==> config.mk <==
export PLATFORM = sky130hd
export DESIGN_NAME = exc_entry_ctrl
export DESIGN_NICKNAME = d
export VERILOG_FILES = /design/src/rtl/exc_entry_pkg.sv /design/src/rtl/exc_cause_enc.sv /design/src/rtl/exc_vector_sel.sv /design/src/rtl/exc_capture.sv /design/src/rtl/exc_entry_ctrl.sv
export SDC_FILE = /design/constraint.sdc
export NUM_CORES = 1
export LEC_CHECK = 0
export ABC_AREA = 1
export BUFFER_PORTS_ARGS = -buffer_cell sky130_fd_sc_hd__buf_2
export CAP_MARGIN = 20
export CORE_ASPECT_RATIO = 1.2
export CORE_MARGIN = 2
export CORE_UTILIZATION = 35
export CTS_CLUSTER_SIZE = 16
export DETAILED_ROUTE_END_ITERATION = 6
export SKIP_LAST_GASP = 1
export SLEW_MARGIN = 20
export SYNTH_ARGS = -nofsm -noshare
export SYNTH_HDL_FRONTEND = slang
export SYNTH_SLANG_ARGS = --single-unit
==> constraint.sdc <==
create_clock -name clk -period 6.3 [get_ports clk]
set_input_delay 1.26 -clock clk [delete_from_list [all_inputs] [get_ports clk]]
set_output_delay 1.26 -clock clk [all_outputs]
set_load 0.005 [all_outputs]
==> src/rtl/exc_entry_pkg.sv <==
package exc_entry_pkg;

  // Kind codes; general kinds equal their cause code
  localparam logic [4:0] KIND_INT    = 5'd0;
  localparam logic [4:0] KIND_TMOD   = 5'd1;
  localparam logic [4:0] KIND_TLD    = 5'd2;
  localparam logic [4:0] KIND_TST    = 5'd3;
  localparam logic [4:0] KIND_ALD    = 5'd4;
  localparam logic [4:0] KIND_AST    = 5'd5;
  localparam logic [4:0] KIND_IBUS   = 5'd6;
  localparam logic [4:0] KIND_DBUS   = 5'd7;
  localparam logic [4:0] KIND_SYS    = 5'd8;
  localparam logic [4:0] KIND_BRK    = 5'd9;
  localparam logic [4:0] KIND_RSVD   = 5'd10;
  localparam logic [4:0] KIND_COP    = 5'd11;
  localparam logic [4:0] KIND_OVF    = 5'd12;
  localparam logic [4:0] KIND_TRAP   = 5'd13;
  localparam logic [4:0] KIND_FPU    = 5'd15;
  localparam logic [4:0] KIND_NMI    = 5'd16;
  localparam logic [4:0] KIND_SRST   = 5'd17;
  localparam logic [4:0] KIND_MCHK   = 5'd24;
  localparam logic [4:0] KIND_CACHE  = 5'd30;
  localparam logic [4:0] KIND_DEBUG  = 5'd31;

  // Register field positions
  localparam int ST_EXL  = 1;
  localparam int ST_ERL  = 2;
  localparam int ST_KSU_LO = 3;
  localparam int ST_KSU_HI = 4;
  localparam int ST_NMI  = 19;
  localparam int ST_SR   = 20;
  localparam int ST_BEV  = 22;
  localparam int CA_CODE_LO = 2;
  localparam int CA_CODE_HI = 6;
  localparam int CA_IV   = 23;
  localparam int CA_CE_LO = 28;
  localparam int CA_CE_HI = 29;
  localparam int CA_BD   = 31;

  typedef enum logic [1:0] {
    CLS_NONE = 2'd0,
    CLS_GEN  = 2'd1,
    CLS_ERR  = 2'd2,
    CLS_DBG  = 2'd3
  } exc_class_e;

  typedef struct packed {
    exc_class_e cls;
    logic [4:0] code;
    logic       is_int;
    logic       is_tlb_ls;
    logic       is_cache;
    logic       is_cop;
    logic       is_srst;
  } exc_decode_t;

endpackage

==> src/rtl/exc_cause_enc.sv <==
module exc_cause_enc
  import exc_entry_pkg::*;
(
  input  logic [4:0]  kind_i,
  output exc_decode_t dec_o
);

  always_comb begin
    dec_o           = '0;
    dec_o.cls       = CLS_NONE;
    dec_o.code      = kind_i;
    dec_o.is_int    = (kind_i == KIND_INT);
    dec_o.is_tlb_ls = (kind_i == KIND_TLD) || (kind_i == KIND_TST);
    dec_o.is_cache  = (kind_i == KIND_CACHE);
    dec_o.is_cop    = (kind_i == KIND_COP);
    dec_o.is_srst   = (kind_i == KIND_SRST);
    unique case (kind_i)
      KIND_INT, KIND_TMOD, KIND_TLD, KIND_TST, KIND_ALD, KIND_AST,
      KIND_IBUS, KIND_DBUS, KIND_SYS, KIND_BRK, KIND_RSVD, KIND_COP,
      KIND_OVF, KIND_TRAP, KIND_FPU, KIND_MCHK, KIND_CACHE:
        dec_o.cls = CLS_GEN;
      KIND_NMI, KIND_SRST:
        dec_o.cls = CLS_ERR;
      KIND_DEBUG:
        dec_o.cls = CLS_DBG;
      default:
        dec_o.cls = CLS_NONE;
    endcase
  end

endmodule

==> src/rtl/exc_vector_sel.sv <==
module exc_vector_sel
  import exc_entry_pkg::*;
#(
  parameter int          XLEN       = 32,
  parameter int          BASE_ALIGN = 10,
  parameter logic [31:0] BOOT_BASE  = 32'hBFC0_0200,
  parameter logic [31:0] RESET_VEC  = 32'hBFC0_0000,
  parameter logic [31:0] DEBUG_VEC  = 32'hBFC0_0480,
  parameter logic [31:0] OFF_GEN    = 32'h0000_0180,
  parameter logic [31:0] OFF_IV     = 32'h0000_0200,
  parameter logic [31:0] OFF_REFILL = 32'h0000_0000,
  parameter logic [31:0] OFF_CE_BOOT = 32'h0000_0100,
  parameter logic [31:0] OFF_CE_RUN  = 32'h2000_0100
) (
  input  exc_decode_t     dec_i,
  input  logic            bev_i,
  input  logic            exl_i,
  input  logic            iv_i,
  input  logic            refill_i,
  input  logic [XLEN-1:0] ebase_i,
  output logic [XLEN-1:0] target_o
);

  localparam logic [XLEN-1:0] BASE_MASK = ~((XLEN'(1) << BASE_ALIGN) - XLEN'(1));

  logic [XLEN-1:0] base;
  logic [XLEN-1:0] offset;

  // Vector base: boot ROM region or software-relocated base
  always_comb begin
    base = bev_i ? XLEN'(BOOT_BASE) : (ebase_i & BASE_MASK);
  end

  // Offset priority: cache error, vectored interrupt, refill, default
  always_comb begin
    if (dec_i.is_cache)
      offset = bev_i ? XLEN'(OFF_CE_BOOT) : XLEN'(OFF_CE_RUN);
    else if (dec_i.is_int && iv_i)
      offset = XLEN'(OFF_IV);
    else if (dec_i.is_tlb_ls && refill_i && !exl_i)
      offset = XLEN'(OFF_REFILL);
    else
      offset = XLEN'(OFF_GEN);
  end

  always_comb begin
    unique case (dec_i.cls)
      CLS_ERR: target_o = XLEN'(RESET_VEC);
      CLS_DBG: target_o = XLEN'(DEBUG_VEC);
      default: target_o = base + offset;
    endcase
  end

  always_comb begin
    if (dec_i.is_cache && dec_i.cls != CLS_GEN)
      assert (1'b0) else $error("a_r6_cache_class: cache kind decoded outside general class");
  end

endmodule

==> src/rtl/exc_capture.sv <==
module exc_capture
  import exc_entry_pkg::*;
#(
  parameter int          XLEN      = 32,
  parameter int          INSN_BYTES = 4,
  parameter logic [31:0] RESET_VEC = 32'hBFC0_0000,
  parameter logic [31:0] DEBUG_VEC = 32'hBFC0_0480
) (
  input  logic            clk,
  input  logic            rst_n,
  input  logic            strobe_i,
  input  exc_decode_t     dec_i,
  input  logic [XLEN-1:0] pc_i,
  input  logic            ds_i,
  input  logic [1:0]      cop_i,
  input  logic [31:0]     status_i,
  input  logic [31:0]     cause_i,
  input  logic [XLEN-1:0] target_i,
  output logic            redirect_o,
  output logic [XLEN-1:0] new_pc_o,
  output logic [XLEN-1:0] epc_o,
  output logic [XLEN-1:0] err_epc_o,
  output logic [XLEN-1:0] dbg_epc_o,
  output logic [31:0]     cause_o,
  output logic [31:0]     status_o,
  output logic            debug_mode_o
);

  localparam logic [XLEN-1:0] STEP = XLEN'(INSN_BYTES);

  logic            take;
  logic            exl;
  logic [XLEN-1:0] ret_pc;
  logic [31:0]     cause_nx;
  logic [31:0]     status_nx;

  assign take = strobe_i && (dec_i.cls != CLS_NONE);
  assign exl  = status_i[ST_EXL];

  // Return address backs up over the branch for delay-slot faults
  always_comb begin
    ret_pc = ds_i ? (pc_i - STEP) : pc_i;
  end

  always_comb begin
    cause_nx  = cause_i;
    status_nx = status_i;
    unique case (dec_i.cls)
      CLS_GEN: begin
        cause_nx[CA_CODE_HI:CA_CODE_LO] = dec_i.code;
        if (dec_i.is_cop)
          cause_nx[CA_CE_HI:CA_CE_LO] = cop_i;
        if (!exl)
          cause_nx[CA_BD] = ds_i;
        status_nx[ST_EXL] = 1'b1;
      end
      CLS_ERR: begin
        if (!exl)
          cause_nx[CA_BD] = 1'b0;
        status_nx[ST_ERL] = 1'b1;
        status_nx[ST_BEV] = 1'b1;
        status_nx[ST_KSU_HI:ST_KSU_LO] = 2'b00;
        if (dec_i.is_srst)
          status_nx[ST_SR] = 1'b1;
        else
          status_nx[ST_NMI] = 1'b1;
      end
      CLS_DBG: begin
        if (!exl)
          cause_nx[CA_BD] = 1'b0;
      end
      default: begin
        cause_nx  = cause_i;
        status_nx = status_i;
      end
    endcase
  end

  always_ff @(posedge clk) begin
    if (!rst_n) begin
      redirect_o   <= 1'b0;
      new_pc_o     <= '0;
      epc_o        <= '0;
      err_epc_o    <= '0;
      dbg_epc_o    <= '0;
      cause_o      <= '0;
      status_o     <= '0;
      debug_mode_o <= 1'b0;
    end else begin
      redirect_o <= take;
      if (take) begin
        new_pc_o <= target_i;
        cause_o  <= cause_nx;
        status_o <= status_nx;
        unique case (dec_i.cls)
          CLS_GEN: if (!exl) epc_o <= ret_pc;
          CLS_ERR: err_epc_o <= ret_pc;
          CLS_DBG: begin
            dbg_epc_o    <= ret_pc;
            debug_mode_o <= 1'b1;
          end
          default: ;
        endcase
      end
    end
  end

  a_r12_hold: assert property (@(posedge clk) disable iff (!rst_n)
    !strobe_i |=> ($stable(new_pc_o) && $stable(epc_o) && $stable(err_epc_o) &&
                   $stable(dbg_epc_o) && $stable(cause_o) && $stable(status_o) &&
                   !redirect_o))
    else $error("a_r12_hold");

  a_r12_pulse: assert property (@(posedge clk) disable iff (!rst_n)
    redirect_o |-> $past(strobe_i))
    else $error("a_r12_pulse");

  a_r7_level_set: assert property (@(posedge clk) disable iff (!rst_n)
    (strobe_i && dec_i.cls == CLS_GEN) |=> status_o[ST_EXL])
    else $error("a_r7_level_set");

  a_r7_delay_slot: assert property (@(posedge clk) disable iff (!rst_n)
    (strobe_i && dec_i.cls == CLS_GEN && !status_i[ST_EXL] && ds_i)
      |=> (epc_o == $past(pc_i) - STEP) && cause_o[CA_BD])
    else $error("a_r7_delay_slot");

  a_r8_epc_keep: assert property (@(posedge clk) disable iff (!rst_n)
    (strobe_i && dec_i.cls == CLS_GEN && status_i[ST_EXL]) |=> $stable(epc_o))
    else $error("a_r8_epc_keep");

  a_r10_error_level: assert property (@(posedge clk) disable iff (!rst_n)
    (strobe_i && dec_i.cls == CLS_ERR)
      |=> (status_o[ST_ERL] && status_o[ST_BEV] && new_pc_o == XLEN'(RESET_VEC) && $stable(epc_o)))
    else $error("a_r10_error_level");

  a_r11_debug: assert property (@(posedge clk) disable iff (!rst_n)
    (strobe_i && dec_i.cls == CLS_DBG) |=> (debug_mode_o && new_pc_o == XLEN'(DEBUG_VEC)))
    else $error("a_r11_debug");

endmodule

==> src/rtl/exc_entry_ctrl.sv <==
module exc_entry_ctrl
  import exc_entry_pkg::*;
#(
  parameter int          XLEN       = 32,
  parameter int          BASE_ALIGN = 10,
  parameter logic [31:0] BOOT_BASE  = 32'hBFC0_0200,
  parameter logic [31:0] RESET_VEC  = 32'hBFC0_0000,
  parameter logic [31:0] DEBUG_VEC  = 32'hBFC0_0480
) (
  input  logic            clk,
  input  logic            rst_n,
  input  logic            exc_valid,
  input  logic [4:0]      exc_kind,
  input  logic [XLEN-1:0] pc_i,
  input  logic            in_delay_slot,
  input  logic            tlb_refill,
  input  logic [1:0]      cop_num,
  input  logic [31:0]     status_i,
  input  logic [31:0]     cause_i,
  input  logic [XLEN-1:0] exc_base_i,
  output logic            redirect_o,
  output logic [XLEN-1:0] new_pc_o,
  output logic [XLEN-1:0] epc_o,
  output logic [XLEN-1:0] err_epc_o,
  output logic [XLEN-1:0] dbg_epc_o,
  output logic [31:0]     cause_o,
  output logic [31:0]     status_o,
  output logic            debug_mode_o
);

  exc_decode_t     dec;
  logic [XLEN-1:0] target;

  exc_cause_enc u_enc (
    .kind_i (exc_kind),
    .dec_o  (dec)
  );

  exc_vector_sel #(
    .XLEN       (XLEN),
    .BASE_ALIGN (BASE_ALIGN),
    .BOOT_BASE  (BOOT_BASE),
    .RESET_VEC  (RESET_VEC),
    .DEBUG_VEC  (DEBUG_VEC)
  ) u_vec (
    .dec_i    (dec),
    .bev_i    (status_i[ST_BEV]),
    .exl_i    (status_i[ST_EXL]),
    .iv_i     (cause_i[CA_IV]),
    .refill_i (tlb_refill),
    .ebase_i  (exc_base_i),
    .target_o (target)
  );

  exc_capture #(
    .XLEN      (XLEN),
    .RESET_VEC (RESET_VEC),
    .DEBUG_VEC (DEBUG_VEC)
  ) u_cap (
    .clk          (clk),
    .rst_n        (rst_n),
    .strobe_i     (exc_valid),
    .dec_i        (dec),
    .pc_i         (pc_i),
    .ds_i         (in_delay_slot),
    .cop_i        (cop_num),
    .status_i     (status_i),
    .cause_i      (cause_i),
    .target_i     (target),
    .redirect_o   (redirect_o),
    .new_pc_o     (new_pc_o),
    .epc_o        (epc_o),
    .err_epc_o    (err_epc_o),
    .dbg_epc_o    (dbg_epc_o),
    .cause_o      (cause_o),
    .status_o     (status_o),
    .debug_mode_o (debug_mode_o)
  );

  a_r1_ignore_unknown: assert property (@(posedge clk) disable iff (!rst_n)
    (exc_valid && dec.cls == CLS_NONE) |=> (!redirect_o && $stable(cause_o) && $stable(new_pc_o)))
    else $error("a_r1_ignore_unknown");

  a_r1_code_written: assert property (@(posedge clk) disable iff (!rst_n)
    (exc_valid && dec.cls == CLS_GEN) |=> (cause_o[CA_CODE_HI:CA_CODE_LO] == $past(exc_kind)))
    else $error("a_r1_code_written");

endmodule

## Word level (Yosys, flattened, before mapping)

Memories as Yosys holds them, arrays and structs flattened.
Index checks and enable logic that the tools add are counted.

- Add/sub/neg operators: 2
- Eq/ne operators: 8
- Mux-type cells: 19
- Bitwise logic cells: 1
- Reductions and logical operators: 12

Operators with widths:

| kind | count |
|---|---|
| $mux 32 | 4 |
| $pmux 32 s2 | 1 |
| $add 32x32->32 | 1 |
| $sub 32x3->32 const B | 1 |
| $mux 30 | 1 |
| $eq 5x2->1 const B | 2 |
| $eq 5x5->1 const B | 2 |
| $mux 9 | 1 |
| $mux 1 | 6 |
| $mux 2 | 3 |
| $eq 5x4->1 const B | 1 |
| $logic_not 5->1 | 1 |
| $mux 5 | 1 |
| $eq 2x2->1 const B | 2 |
| $logic_and 1x1->1 | 4 |
| $reduce_and 2->1 | 2 |
| $mux 3 | 1 |
| $reduce_and 3->1 | 1 |
| $eq 2x1->1 const B | 1 |
| $pmux 1 s2 | 1 |
| $reduce_bool 2->1 | 1 |
| $reduce_or 2->1 | 1 |
| $logic_not 1->1 | 1 |
| $logic_or 1x1->1 | 1 |
| $not 1->1 | 1 |

- Bits in registers: 194
- Memory bits (read-only): 64
- Input port bits: 140
- Output and inout port bits: 194
- Logic and storage cells: 51
- Memories kept: 1

Memories:

| name | depth | width | rd ports | clocked after memory_dff | write ports | line | source |
|---|---|---|---|---|---|---|---|
| (no name shown) | 32 | 2 | 1 | 0 | 0 | exc_cause_enc.sv:17 | `unique case (kind_i)` |

## Longest topological paths before layout

Gate-level depths: netlist of the first run.

- Word-level depth: 9
- Gate-level depth with buffers: 15
- Gate-level depth less buffers: 15

## Hierarchy

A second synthesis of the first run with hierarchy kept.

- Cell total of the unflattened synthesis: 1276
- Area, all modules: 9241.4 um2

Modules (own cells, without submodules):

| module | times used | cells an instance | area each (um2) | sequential area each (um2) |
|---|---|---|---|---|
| exc_capture | 1 | 1071 | 8166.6 | 3883.7 |
| exc_vector_sel | 1 | 174 | 914.6 | 0.0 |
| exc_cause_enc | 1 | 31 | 160.2 | 0.0 |

## Worst setup path before layout of the first run

Ideal clock, no wire load.

- Path kind: in2reg
- From: in exc_kind[3]
- To: reg u_cap.new_pc_o[26]
- Library setup time: 0.109 ns
- Arrival time: 2.779 ns
- Required time: 6.191 ns
- Path slack: 3.412 ns
- Cell stages on the path: 15
- Buffers on the path: 0
- Cell sequence: inv_1 > nand2_1 > nor3_1 > ha_1 > nand3_1 > nor2_1 > nand2_1 > nor2_1 > nand2_1 > inv_1 > nand2_1 > o21ai_0 > nand3_1 > nand2_1 > inv_1

- Cells in the longest elaborated chain, start to end: 9
- Elaborated cells between the ends (all ways): 18
- Those cells by class: 1 x add/sub; 5 x eq/ne; 4 x mux; 7 x reduce/logical; 1 x memory

RTL lines:

| element | line | source |
|---|---|---|
| start: declaration | exc_entry_ctrl.sv:13 | `input logic [4:0] exc_kind,` |
| $eq 5x2->1 | exc_cause_enc.sv:13 | `dec_o.is_tlb_ls = (kind_i == KIND_TLD) \|\| (kind_i == KIND_TST);` |
| $logic_or 1x1->1 | exc_cause_enc.sv:13 |  |
| $logic_and 1x1->1 (2 in series) | exc_vector_sel.sv:40 | `else if (dec_i.is_tlb_ls && refill_i && !exl_i)` |
| $mux 9 | exc_vector_sel.sv:40 |  |
| $mux 32 | exc_vector_sel.sv:38 | `else if (dec_i.is_int && iv_i)` |
| $mux 32 | exc_vector_sel.sv:36 | `if (dec_i.is_cache)` |
| $add 32x32->32 | exc_vector_sel.sv:50 | `default: target_o = base + offset;` |
| $pmux 32 s2 | exc_vector_sel.sv:47 | `unique case (dec_i.cls)` |
| end signal: assignment | exc_capture.sv:92 | `new_pc_o <= target_i;` |
| end: declaration | exc_capture.sv:20 | `output logic [XLEN-1:0] new_pc_o,` |

Several ways; a longest one is shown, not always the timed one.
A chain may end at the register's enable or synchronous reset.

## Worst setup path in the final report of the first run

- From: in exc_kind[1]
- To: reg u_cap.dbg_epc_o[25]

- Cells in the longest elaborated chain, start to end: 4
- Elaborated cells between the ends (all ways): 5
- Those cells by class: 1 x eq/ne; 3 x reduce/logical; 1 x memory

RTL lines:

| element | line | source |
|---|---|---|
| $mem_v2 32x2 (*) | - |  |
| $reduce_bool 2->1 | exc_capture.sv:37 | `assign take = strobe_i && (dec_i.cls != CLS_NONE);` |
| $logic_and 1x1->1 | exc_capture.sv:37 |  |
| $reduce_and 2->1 (no source line) (*) | - |  |
| end signal: assignment | exc_capture.sv:99 | `dbg_epc_o <= ret_pc;` |
| end: declaration | exc_capture.sv:23 | `output logic [XLEN-1:0] dbg_epc_o,` |

Every way passes the cells marked *; elsewhere a longest branch is shown, timed or not.

==> reports/qor.yml, run 1 <==
ir_worst_vdd_mv: 0.1754
clock_latency_ns: 0.43
fin_setup_tns_ns: 0
dpl.hpwl_mm: 20.37
row_count: 62
ant_nets: 0
initial_core_util_pct: 35.45
h-tree-depth: 4
grt_overflow: 0
crit_family: "buffers and inverters"
fin_crit_ns: 3.297
ys_warn_count: 0
cp_num_buf_inv: 3
power_density_nw_per_um2: 249.0
ios: 334
synth_area_um2: 8471
power_mw: 2.684
switching_share_pct: 28.20
drtPass1Iterations: 4
antennaDiodeCount: 0
layout_common_cells: "buf_2, nand2_1, dfxtp_1, nor2_1, inv_1"
drive_above_1_share_pct: 26.25
cpPeakStageDelay_ns: 0.88
rsz0062_at_grt: "false"
postCtsSetupBuffers: 0
wl_mm: 27.69
worstPathArrival_ns: 3.69
setup_viol: 0
final_common_cell: "buf_2"
ys_types: 38
clockBufferDepth: 2
multiInputGateArea_um2: 3948
clkSinkCount: 187
timing.max_cap.violations: 0
maxSlewHeadroom_pct: 35.84
comb_power_share_pct: 12.2
drc_errors: 0
power.internal_mw: 1.927
skew_ns: 0
grt_pass1_vias: 7969
worst_hold_path.num_cells: 2
cp.depth: 8
drtIter0Drc: 456
synthToLayoutAreaGrowth_pct: 27.24
vias: 8569
r2r_setup_slack_ns: 5.46
syn_inst: 1188
holdPathEnd: "u_cap.cause_o[30]$_SDFFE_PN0P_"
ff2ff_path_depth: 3
viasPerCell: 4.755
startpoint_type: "input port"
utilization_pct: 45.11
dieArea_um2: 25470
io_buffers: 316
post_synth.cell_area_avg_um2: 7.130
required_ns: 6.69
slew_viol_final: 0
min_from: "u_cap.cause_o[30]$_SDFFE_PN0P_"
hold_slack_ns: 0.4597
grt.total_usage_pct: 21.15
crit_type: "input port to flip-flop"
path_clk_slew_ns: 0.08
grt_pass1_wl_mm: 42.79
cellLeakagePower_nw: 5.562
grt_max_degree: 100
crit_fanout: 47
ctsRootBufferMaster: "clkbuf_16"
run_status: "complete, no violations"
period_share_pct: 52.33
die_x_um: 146.0
antenna_found_initial: 3
ff_latch_area_um2: 3744
wl_per_cell_um: 15.37
max_clock_freq_mhz: 303.3
reg2reg_to: "u_cap.dbg_epc_o[11]$_SDFFE_PN0P_"
ys_seq_area_share_pct: 44.19
die_h_um: 174.4
ys_seq_elements: 187
post_cts_resized: 0
pwr-share-seq_pct: 47.0
cp_slowest_cell: "inv_2"
cp_cell_sequence: "buf_2, nand2_1, nor3_4, nand2_1, inv_2, o21ai_0, o21bai_1, inv_1"
hold_buffers: 0
crit_top_cell: "nand2_1"
clkPwrFrac_pct: 40.8
cts_tree: "built"
end_kind: "flip-flop"
r2r-start: "u_cap.dbg_epc_o[11]$_SDFFE_PN0P_"
hold_viol: 0
min_path_type: "flip-flop to flip-flop"
core_area_um2: 23890
p_switching_uw: 756.9
num-nets-final: 1612
cts_buffers: 17
nFillCells: 2559
gp_congestion: 0.8895
worst_pin_slew_ns: 0.9625
-- power by group through the flow --
stage	clock network, mW	logic (mW)	registers, mW
after global placement	0	0.326	1.29
after CTS	1.13	0.330	1.26
final	1.10	0.327	1.26
after global routing	1.17	0.367	1.27
after floorplan	0	0.173	1.29
after detailed placement	0	0.329	1.29
-- through the flow --
stage | instances | instance area (µm²) | worst slack, ns
after floorplan | 1194 | 8493 | 3.412
after global placement | 1768 | 10140 | 2.448
after detailed placement | 1768 | 10140 | 2.419
after CTS | 1800 | 10750 | 2.894
after global routing | 1802 | 10780 | 2.728
final | 1802 | 10780 | 3.003
-- worst register-to-register path, delay by kind of cell (launching register included) --
family | cells | cell delay [ns]
flip-flops | 1 | 0.31
AND/OR/NAND/NOR | 1 | 0.28
AO/OA/AOI/OAI | 1 | 0.08
buffers and inverters | 1 | 0.06
-- Yosys cell counts, drive strengths merged --
cell	number	area share, %
or2	6	0.44
nor4	2	0.15
xnor2	4	0.41
dfxtp	187	44
nor2	136	6.6
o211ai	12	1.1
conb	1	0.044
clkbuf	18	0.80
and3	1	0.074
xor2	15	1.6
mux2i	2	0.24
ha	3	0.44
nand3b	4	0.35
o21ai	92	5.5
inv	118	5.2
nand3	94	5.6
nor3	12	1.0
buf	47	3.5
o21a	14	1.2
nand4	13	0.96
o22ai	1	0.074
o211a	2	0.24
a21oi	92	5.4
nand2	296	14
o21bai	16	1.4
-- metal layers --
| metal | GRT usage (%) | up-vias | routed length [µm] |
|---|---|---|---|
| met2 | 38.21 | 291 | 13820 |
| met4 | 6.149 | 2 | 555 |
| met3 | 5.538 | 35 | 2037 |
| met1 | 24.53 | 3859 | 11270 |
| met5 | 0 | - | 11 |
| li1 | - | 4382 | - |
-- registers in the layout, indices dropped and copies added (netlist names) --
name	flops
u_cap.cause_o	32
u_cap.debug_mode_o	1
u_cap.status_o	32
u_cap.new_pc_o	25
u_cap.epc_o	32
u_cap.dbg_epc_o	32
u_cap.err_epc_o	32
u_cap.redirect_o	1
-- cells by family after synthesis --
group	count (synthesis)	share of synthesized area, %
AOI/OAI and AO/OA	229	14.95
xor gates and xnor gates	19	1.965
adders and majority gates	3	0.4432
buffers and inverters	183	9.498
DFF	187	44.19
muxes	2	0.2363
other	1	0.04427
and+or+nand+nor	564	28.67
-- worst max-delay path by stage --
stage	startpoint	slack, ns	endpoint
after CTS	exc_kind[2]	2.89	u_cap.dbg_epc_o[25]$_SDFFE_PN0P_
after detailed placement	exc_kind[2]	2.42	u_cap.dbg_epc_o[25]$_SDFFE_PN0P_
after global routing	exc_kind[1]	2.73	u_cap.dbg_epc_o[22]$_SDFFE_PN0P_
after floorplan	exc_kind[3]	3.41	u_cap.new_pc_o[26]$_SDFFE_PN0P_
final	exc_kind[1]	3.00	u_cap.dbg_epc_o[25]$_SDFFE_PN0P_
after global placement	exc_kind[2]	2.45	u_cap.dbg_epc_o[25]$_SDFFE_PN0P_
-- final cells by class --
type                       count  area share, %
multi-input combinational    824          36.63
sequential                   187          34.73
timing repair buffer         321          15.20
inverter                     118          4.110
clock buffer                  17          3.947
tap                          320          3.715
clock inverter                15          1.672
No activity file was read; power rests on OpenSTA's default activity.
==> run 2, diff against run 1 <==
==> constraint.sdc (replaced) <==
create_clock -name clk -period 2.8 [get_ports clk]
set_input_delay 0.56 -clock clk [delete_from_list [all_inputs] [get_ports clk]]
set_output_delay 0.56 -clock clk [all_outputs]
set_load 0.005 [all_outputs]
==> reports/qor.yml, run 2 (same netlist as run 1, synthesis figures left out) <==
viasPerCell: 4.724
fin_setup_tns_ns: 0
dpl.cell_count: 1781
startpoint: "exc_kind[2]"
period_share_pct: 82.21
ff2ff_path_depth: 3
setup_viol: 0
skew_ns: 0
drive_above_1_share_pct: 26.79
hold_viol: 0
utilization_pct: 45.62
postCtsSetupBuffers: 0
h-tree-depth: 4
clock_latency_ns: 0.44
initial_core_util_pct: 35.45
startpoint_type: "input port"
worstPathArrival_ns: 2.65
grt_pass1_wl_mm: 42.83
die_h_um: 174.4
cpPeakStageDelay_ns: 0.29
ant_nets: 0
r2r-start: "u_cap.dbg_epc_o[13]$_SDFFE_PN0P_"
power_density_nw_per_um2: 555.6
clockBufferDepth: 2
crit_top_cell: "nand2_1"
cp_slowest_cell: "nor3_1"
fin_crit_ns: 2.302
cellLeakagePower_nw: 5.633
antenna_found_initial: 3
crit_fanout: 4
ios: 334
cts_tree: "built"
worst_hold_path.num_cells: 3
synthToLayoutAreaGrowth_pct: 28.67
cts_buffers: 17
run_status: "complete, no violations"
nFillCells: 2549
row_count: 62
maxSlewHeadroom_pct: 56.51
dpl.hpwl_mm: 20.89
final_common_cell: "buf_2"
grt_overflow: 0
ctsRootBufferMaster: "clkbuf_16"
wl_mm: 28.00
cp_cell_sequence: "buf_2, inv_1, nand2_1, nor3_1, ha_1, nand3_1, nor2_1, nand2_1, nor2_1, nand2_1, inv_1, nand2_1, o21ai_0, nand3_1, nand2_1, inv_1"
min_path_type: "input port to flip-flop"
grt_pass1_vias: 7914
num-nets-final: 1623
worst_pin_slew_ns: 0.6456
crit_type: "input port to flip-flop"
ir_worst_vdd_mv: 0.4242
timing.max_cap.violations: 0
end_kind: "flip-flop"
min_from: "cause_i[24]"
required_ns: 3.15
rsz0062_at_grt: "false"
vias: 8569
path_clk_slew_ns: 0.07
wl_per_cell_um: 15.44
grt_max_degree: 111
io_buffers: 316
hold_buffers: 0
max_clock_freq_mhz: 434.4
holdPathEnd: "u_cap.cause_o[24]$_SDFFE_PN0P_"
post_cts_resized: 0
die_x_um: 146.0
r2r_setup_slack_ns: 1.95
drtPass1Iterations: 5
dieArea_um2: 25470
drc_errors: 0
clkSinkCount: 187
layout_common_cells: "buf_2, nand2_1, dfxtp_1, nor2_1, inv_1"
core_area_um2: 23890
gp_congestion: 0.9048
grt.total_usage_pct: 21.37
fin_cells: 1814
reg2reg_to: "u_cap.dbg_epc_o[13]$_SDFFE_PN0P_"
slew_viol_final: 0
drtIter0Drc: 344
## run 2: cell count changes in the layout (fill, tap and decap cells not counted), sizes merged
cell / before / now
inv: 124 / 128
clkinv: 6 / 3
buf: 321 / 332
clkinvlp: 2 / 1
diode: 0 / 1
## run 2: per-stage QoR
stage	setup slack, ns	cell area, µm²	hold slack [ns]	power [mW]
floorplan	0.6120	8493	0.4564	3.298
global placement	0.1016	10300	0.4450	3.649
detailed placement	0.06024	10300	0.4508	3.658
CTS	0.5378	10900	0.2849	6.137
global route	0.1691	10900	0.2920	6.338
finish	0.4981	10900	0.3043	6.055
## run 2: worst max path at each step
stage,to,cells past startpoint
after global routing,u_cap.new_pc_o[26]$_SDFFE_PN0P_,16
final,u_cap.new_pc_o[26]$_SDFFE_PN0P_,16
after global placement,u_cap.new_pc_o[26]$_SDFFE_PN0P_,16
after floorplan,u_cap.new_pc_o[26]$_SDFFE_PN0P_,15
after detailed placement,u_cap.new_pc_o[26]$_SDFFE_PN0P_,16
after CTS,u_cap.new_pc_o[26]$_SDFFE_PN0P_,16
## run 2: final cells by class
| class | instances | area [µm²] | area share [%] |
|---|---|---|---|
| well taps | 320 | 400.4 | 3.674 |
| inverters | 118 | 442.9 | 4.064 |
| clock buffers | 17 | 425.4 | 3.903 |
| clock inverters | 15 | 170.2 | 1.561 |
| diodes | 1 | 2.502 | 0.02296 |
| flip-flops and latches | 187 | 3744 | 34.35 |
| multi-input cells | 824 | 3948 | 36.22 |
| repair buffers | 332 | 1767 | 16.21 |
## run 2: worst max-delay path: cells and delay by family
kind / cells / cell delay [ns]
buf+inv: 4 / 0.35
simple gates: 10 / 1.41
fa+ha+maj: 1 / 0.26
compound gates: 1 / 0.07
## run 2: routing by layer
metal | up-vias | track usage (%) | wire length (µm)
met1 | 3894 | 24.54 | 11500
met5 | - | 0 | 13
met2 | 250 | 38.70 | 14140
met4 | 2 | 5.704 | 404
li1 | 4394 | - | -
met3 | 29 | 6.194 | 1947
## run 2: power breakdown
| group | total, mW | switching [mW] | internal [mW] |
|---|---|---|---|
| combinational | 0.753 | 0.464 | 0.289 |
| clock | 2.46 | 1.19 | 1.28 |
| sequential | 2.84 | 0.0572 | 2.78 |
